File: config.mk
export PLATFORM = sky130hd
export DESIGN_NAME = seg_load_datapath
export DESIGN_NICKNAME = d
export VERILOG_FILES = /design/src/rtl/seg_load_pkg.sv /design/src/rtl/seg_load_datapath.sv
export SDC_FILE = /design/constraint.sdc
export NUM_CORES = 1
export LEC_CHECK = 0
export ABC_AREA = 0
export BUFFER_PORTS_ARGS = -buffer_cell sky130_fd_sc_hd__buf_4
export CORE_ASPECT_RATIO = 0.7
export CORE_UTILIZATION = 43
export DETAILED_ROUTE_END_ITERATION = 6
export PLACE_DENSITY = 0.95
export SYNTH_ARGS = -nofsm -noshare
export SYNTH_HDL_FRONTEND = slang
export SYNTH_SLANG_ARGS = --single-unit
File: constraint.sdc
create_clock -name clk -period 3.7 [get_ports clk]
set_input_delay 0.37 -clock clk [delete_from_list [all_inputs] [get_ports clk]]
set_output_delay 0.37 -clock clk [all_outputs]
set_load 0.05 [all_outputs]
File: src/rtl/seg_load_pkg.sv
package seg_load_pkg;
  typedef enum logic [2:0] {
    TGT_CS = 3'd0, TGT_SS = 3'd1, TGT_DS = 3'd2, TGT_ES = 3'd3,
    TGT_FS = 3'd4, TGT_GS = 3'd5, TGT_LDTR = 3'd6, TGT_TR = 3'd7
  } target_e;

  localparam logic [3:0] LDT_TYPE   = 4'd2;
  localparam logic [3:0] TSS16_TYPE = 4'd1;
  localparam logic [3:0] TSS32_TYPE = 4'd9;

  // facts the datapath derives for the control
  typedef struct packed {
    logic       isNull;
    logic       inLimit;
    logic       sFlag;
    logic [3:0] typeBits;
    logic       present;
    logic       dplEqEpl;
    logic       dplGeEpl;
    logic       dplEqCpl;
    logic       dplLeCpl;
    logic       rplLeCpl;
  } check_t;

  // decision strobes from the control
  typedef struct packed {
    logic acceptStb;
    logic gpStb;
    logic npStb;
    logic ssStb;
    logic zeroSel;
  } strobe_t;
endpackage

File: src/rtl/seg_load_datapath.sv
module seg_load_datapath
  import seg_load_pkg::*;
#(
  parameter int SEL_W   = 16,
  parameter int LIMIT_W = 16
) (
  input  logic               clk,
  input  logic               rst_n,
  input  logic               reqValid,
  input  logic [SEL_W-1:0]   selector,
  input  logic [1:0]         cpl,
  input  logic [LIMIT_W-1:0] tableLimit,
  input  logic [3:0]         descType,
  input  logic               descS,
  input  logic [1:0]         descDpl,
  input  logic               descPresent,
  input  strobe_t            stb,
  output check_t             chk,
  output logic               resValid,
  output logic               accept,
  output logic               gpFault,
  output logic               npFault,
  output logic               ssFault,
  output logic [SEL_W-1:0]   faultSel
);
  localparam int CMP_W = ((SEL_W > LIMIT_W) ? SEL_W : LIMIT_W) + 1;

  logic [1:0]       rpl;
  logic [1:0]       epl;
  logic [CMP_W-1:0] lastByte;
  logic [CMP_W-1:0] limitExt;

  always_comb begin
    rpl      = selector[1:0];
    epl      = (rpl > cpl) ? rpl : cpl;
    lastByte = CMP_W'({selector[SEL_W-1:3], 3'b111});
    limitExt = CMP_W'(tableLimit);
    chk.isNull   = (selector[SEL_W-1:2] == '0);
    chk.inLimit  = (lastByte <= limitExt);
    chk.sFlag    = descS;
    chk.typeBits = descType;
    chk.present  = descPresent;
    chk.dplEqEpl = (descDpl == epl);
    chk.dplGeEpl = (descDpl >= epl);
    chk.dplEqCpl = (descDpl == cpl);
    chk.dplLeCpl = (descDpl <= cpl);
    chk.rplLeCpl = (rpl <= cpl);
  end

  always_ff @(posedge clk) begin
    if (!rst_n) begin
      resValid <= 1'b0;
      accept   <= 1'b0;
      gpFault  <= 1'b0;
      npFault  <= 1'b0;
      ssFault  <= 1'b0;
      faultSel <= '0;
    end else begin
      resValid <= reqValid;
      accept   <= reqValid & stb.acceptStb;
      gpFault  <= reqValid & stb.gpStb;
      npFault  <= reqValid & stb.npStb;
      ssFault  <= reqValid & stb.ssStb;
      if (reqValid && !stb.acceptStb && !stb.zeroSel)
        faultSel <= selector;
      else
        faultSel <= '0;
    end
  end
endmodule

# ---- After elaboration in Yosys (flattened, before gate mapping)
# Index checks and enable logic that the tools add are counted.
dict set report op_classes {
  bitwise_logic 4
  reduce_logical 6
  n_eq_ne 2
  magnitude_cmp 5
  n_mux 1
}
# operator n
set op_table {}
lappend op_table {{16-bit <= comparator} 1}
lappend op_table {{14-bit zero test} 1}
lappend op_table {{1-bit bitwise AND} 4}
lappend op_table {{2-bit equality test} 2}
lappend op_table {{2-bit <= comparator} 2}
lappend op_table {{2-bit greater-or-equal comparator} 1}
lappend op_table {{2-bit > comparator} 1}
lappend op_table {{1-bit logical AND} 2}
lappend op_table {{1-bit zero test} 2}
lappend op_table {{2-bit 2-to-1 mux} 1}
lappend op_table {{2-bit AND reduction} 1}
dict set report totals {
  word_cells 24
  out_inout_bits 34
  inputBits 50
  ff_bits 21
}

# ---- Logic depth before layout (Yosys ltp)
dict set report logic_depth {
  depth_word 4
  depth_mapped 9
  mapped_depth_nobuf 9
}

# ---- Worst setup path after synthesis
# No wires, ideal clock.
dict set report synth_timing {
  kind {input to output}
  from {input port cpl[1]}
  to {output port chk[3] (netlist name)}
  arrival_ns 2.520
  required_time_ns 3.330
  n_path_buf 0
  path_stages 8
  slack_ns 0.810
  cell_sequence {inv_1 > ha_1 > nor2_1 > o22ai_1 > o21ai_0 > ha_1 > nand2b_1 > a21o_1}
}
# item line
set synth_lines {}
lappend synth_lines {{start, declared} seg_load_datapath.sv:11} ;# input logic [1:0] cpl,
lappend synth_lines {{end, declared} seg_load_datapath.sv:18} ;# output check_t chk,

==> flow_summary.toml <==
[routing]
drt_iter0_markers = 27
ant_nets = 0
avgRoutedWirePerCell_um = 12.1
vias_per_cell = 4.66
drtPass1Iterations = 5
routed_wl_um = 2740
drc = 0
vias = 1057

[cells_and_area]
final_cell_mix = "71 x buf_4, 21 x dfxtp_1, 20 x ha_1"
fin_nets = 264
final_common_cell = "buf_4"
fillCellCount = 214
num_antenna_cells = 0
drive_gt1_share_pct = 39.9
fin_cells = 227
area_growth_syn_to_layout_pct = 49.9

[grt]
grt_overflow_total = 0
grt_pass1_wl_um = 4500
grt_pass1_vias = 990
grtUsageTotal_pct = 21.4
grt_start_max_net_pins = 14
antenna_found_initial = 0

[floorplanning]
core_sq_um = 2500
die_h_um = 45.1
die_w_um = 63.6
pin_count = 84
initial_core_util_pct = 45.8
die_area_sq_um = 2870
row_count = 15

[yosys]
ys_seq_area_share_pct = 36.8
netlist_instances = 125
syn_area_sq_um = 1140
syn_nets = 195
yosysUniqueCellTypes = 23
syn_avg_cell_area_sq_um = 9.14
ys_warn_count = 0
synth_seq_cells = 21

[worst_setup_path]
worstPathCellList = "buf_4 -> inv_1 -> ha_1 -> o22ai_1 -> nand2_1 -> o21ai_0 -> ha_1 -> nand2b_1 -> a21o_1 -> buf_4"
cp_slowest_cell = "ha_1"
worstPathArrival_ps = 2020
start_kind = "primary input"
crit_path_end_kind = "output port"
slowest_delay_ps = 270
crit_path_max_fanout = 3
path_class = "primary input to output port"
cp_data_required_time_ps = 3330

[placed_design]
dp_hpwl_um = 2420
place_congestion = 0.853
port-buffer-count = 71
post-place-ws_ps = 1340
place_inst = 223

[sta]
layout_setup_ws_ps = 1310
slew_headroom_pct = 66.5
max_freq_mhz = 418
drv_slew = 0
setup_violations = 0
hold_viol = 0
fin_crit_sh_pct = 64.6
worst-slew-pin-transition_ps = 500
rsz0062_at_grt = "no"
fin_tns_setup_ps = 0
period_needed_ps = 2390

[clocking]
cts_buffer_depth = 2
htree_levels = 1
clock-sinks = 21
cts_buffers = 3
clkTransAtPathRegs_ps = 70
cts_setup_buffers = 0
cts-root-buf = "clkbuf_8"
cts.repair.resized = 0
ctsHoldBuffers = 0
cts_tree = "built"

[min_path]
hp-class = "primary input to flop"
hold-path-cell-count = 2
hold_path_startpoint = "stb[0]"
min_to = "faultSel[0]"

[power]
ir_drop_uv = 163
power.leakage_nw = 0.935
p_per_area_nw_per_um2 = 320

[outcome]
outcome = "finished clean"

[job]
drv_cap = 0
cells by family after synthesis:
kind of cell | synth area share (%)
buffers and inverters | 10.6
adder cells (fa/ha/maj) | 21.9
flip-flops | 36.8
AO/OA/AOI/OAI | 7.78
AND/OR/NAND/NOR | 22.9
layout make-up:
class / instances / area, sq um / share of cell area (%)
Clock buffer: 4 / 45.0 / 2.63
Multi-Input combinational cell: 78 / 601 / 35.1
Sequential cell: 21 / 420 / 24.5
Timing Repair Buffer: 71 / 533 / 31.1
Tap cell: 34 / 42.5 / 2.48
Inverter: 19 / 71.3 / 4.16
Yosys cell counts:
cell type / n / area [sq um]
o21bai_1: 1 / 7.51
nor4_1: 5 / 31.3
nand2b_1: 2 / 12.5
nor2b_1: 1 / 6.26
nand4_1: 4 / 25.0
dfxtp_1: 21 / 420
o21ai_0: 3 / 15.0
nand2_1: 6 / 22.5
inv_1: 19 / 71.3
buf_2: 1 / 5.00
or4_4: 1 / 11.3
nor3_2: 1 / 10.0
nor2_1: 3 / 11.3
buf_4: 6 / 45.0
and3_1: 4 / 25.0
o221ai_1: 1 / 8.76
and2_1: 15 / 93.8
ha_1: 20 / 250
a21o_1: 1 / 7.51
a22o_1: 1 / 8.76
a21oi_1: 7 / 35.0
o22ai_1: 1 / 6.26
nor4_2: 1 / 12.5
stage by stage:
stage                     hold slack, ps  power (mW)  cell area [sq um]  utilization [%]
after floorplan                      446       0.353               1140                -
after global placement               578       0.406               1670             66.8
after detailed placement             578       0.411               1670             66.8
after CTS                            309       0.550               1710             68.6
after global routing                 309       0.574               1710             68.6
final                                312       0.548               1710             68.6
state kept, by name (all words and copies together) (netlist names):
name	flops
accept	1
faultSel	16
gpFault	1
npFault	1
resValid	1
ssFault	1
critical path: cells and delay by family:
family	cells	cell delay, ps
adders and majority gates	2	530
AOI/OAI and AO/OA	3	510
buffers and inverters	3	390
and+or+nand+nor	2	220
report_power, final:
| part | total, mW | internal, mW | switching, mW |
|---|---|---|---|
| Sequential | 0.233 | 0.231 | 0.00139 |
| Clock | 0.141 | 0.0765 | 0.0647 |
| Combinational | 0.174 | 0.0741 | 0.0996 |
| Total | 0.548 | 0.382 | 0.166 |
worst max path at each step:
| stage | from | to |
|---|---|---|
| global route | selector[0] | chk[3] |
| global placement | selector[0] | chk[3] |
| floorplan | cpl[1] | chk[3] |
| CTS | cpl[1] | chk[3] |
| finish | cpl[1] | chk[3] |
| detailed placement | cpl[1] | chk[3] |
layer usage:
metal | wire length [um] | vias up | GRT usage, %
li1 | - | 553 | -
met2 | 1310 | 43 | 39.1
met3 | 117 | 8 | 2.02
met5 | 0 | - | 0
met4 | 95 | 0 | 15.0
met1 | 1210 | 453 | 24.4
(Power assumes the default switching activity.)
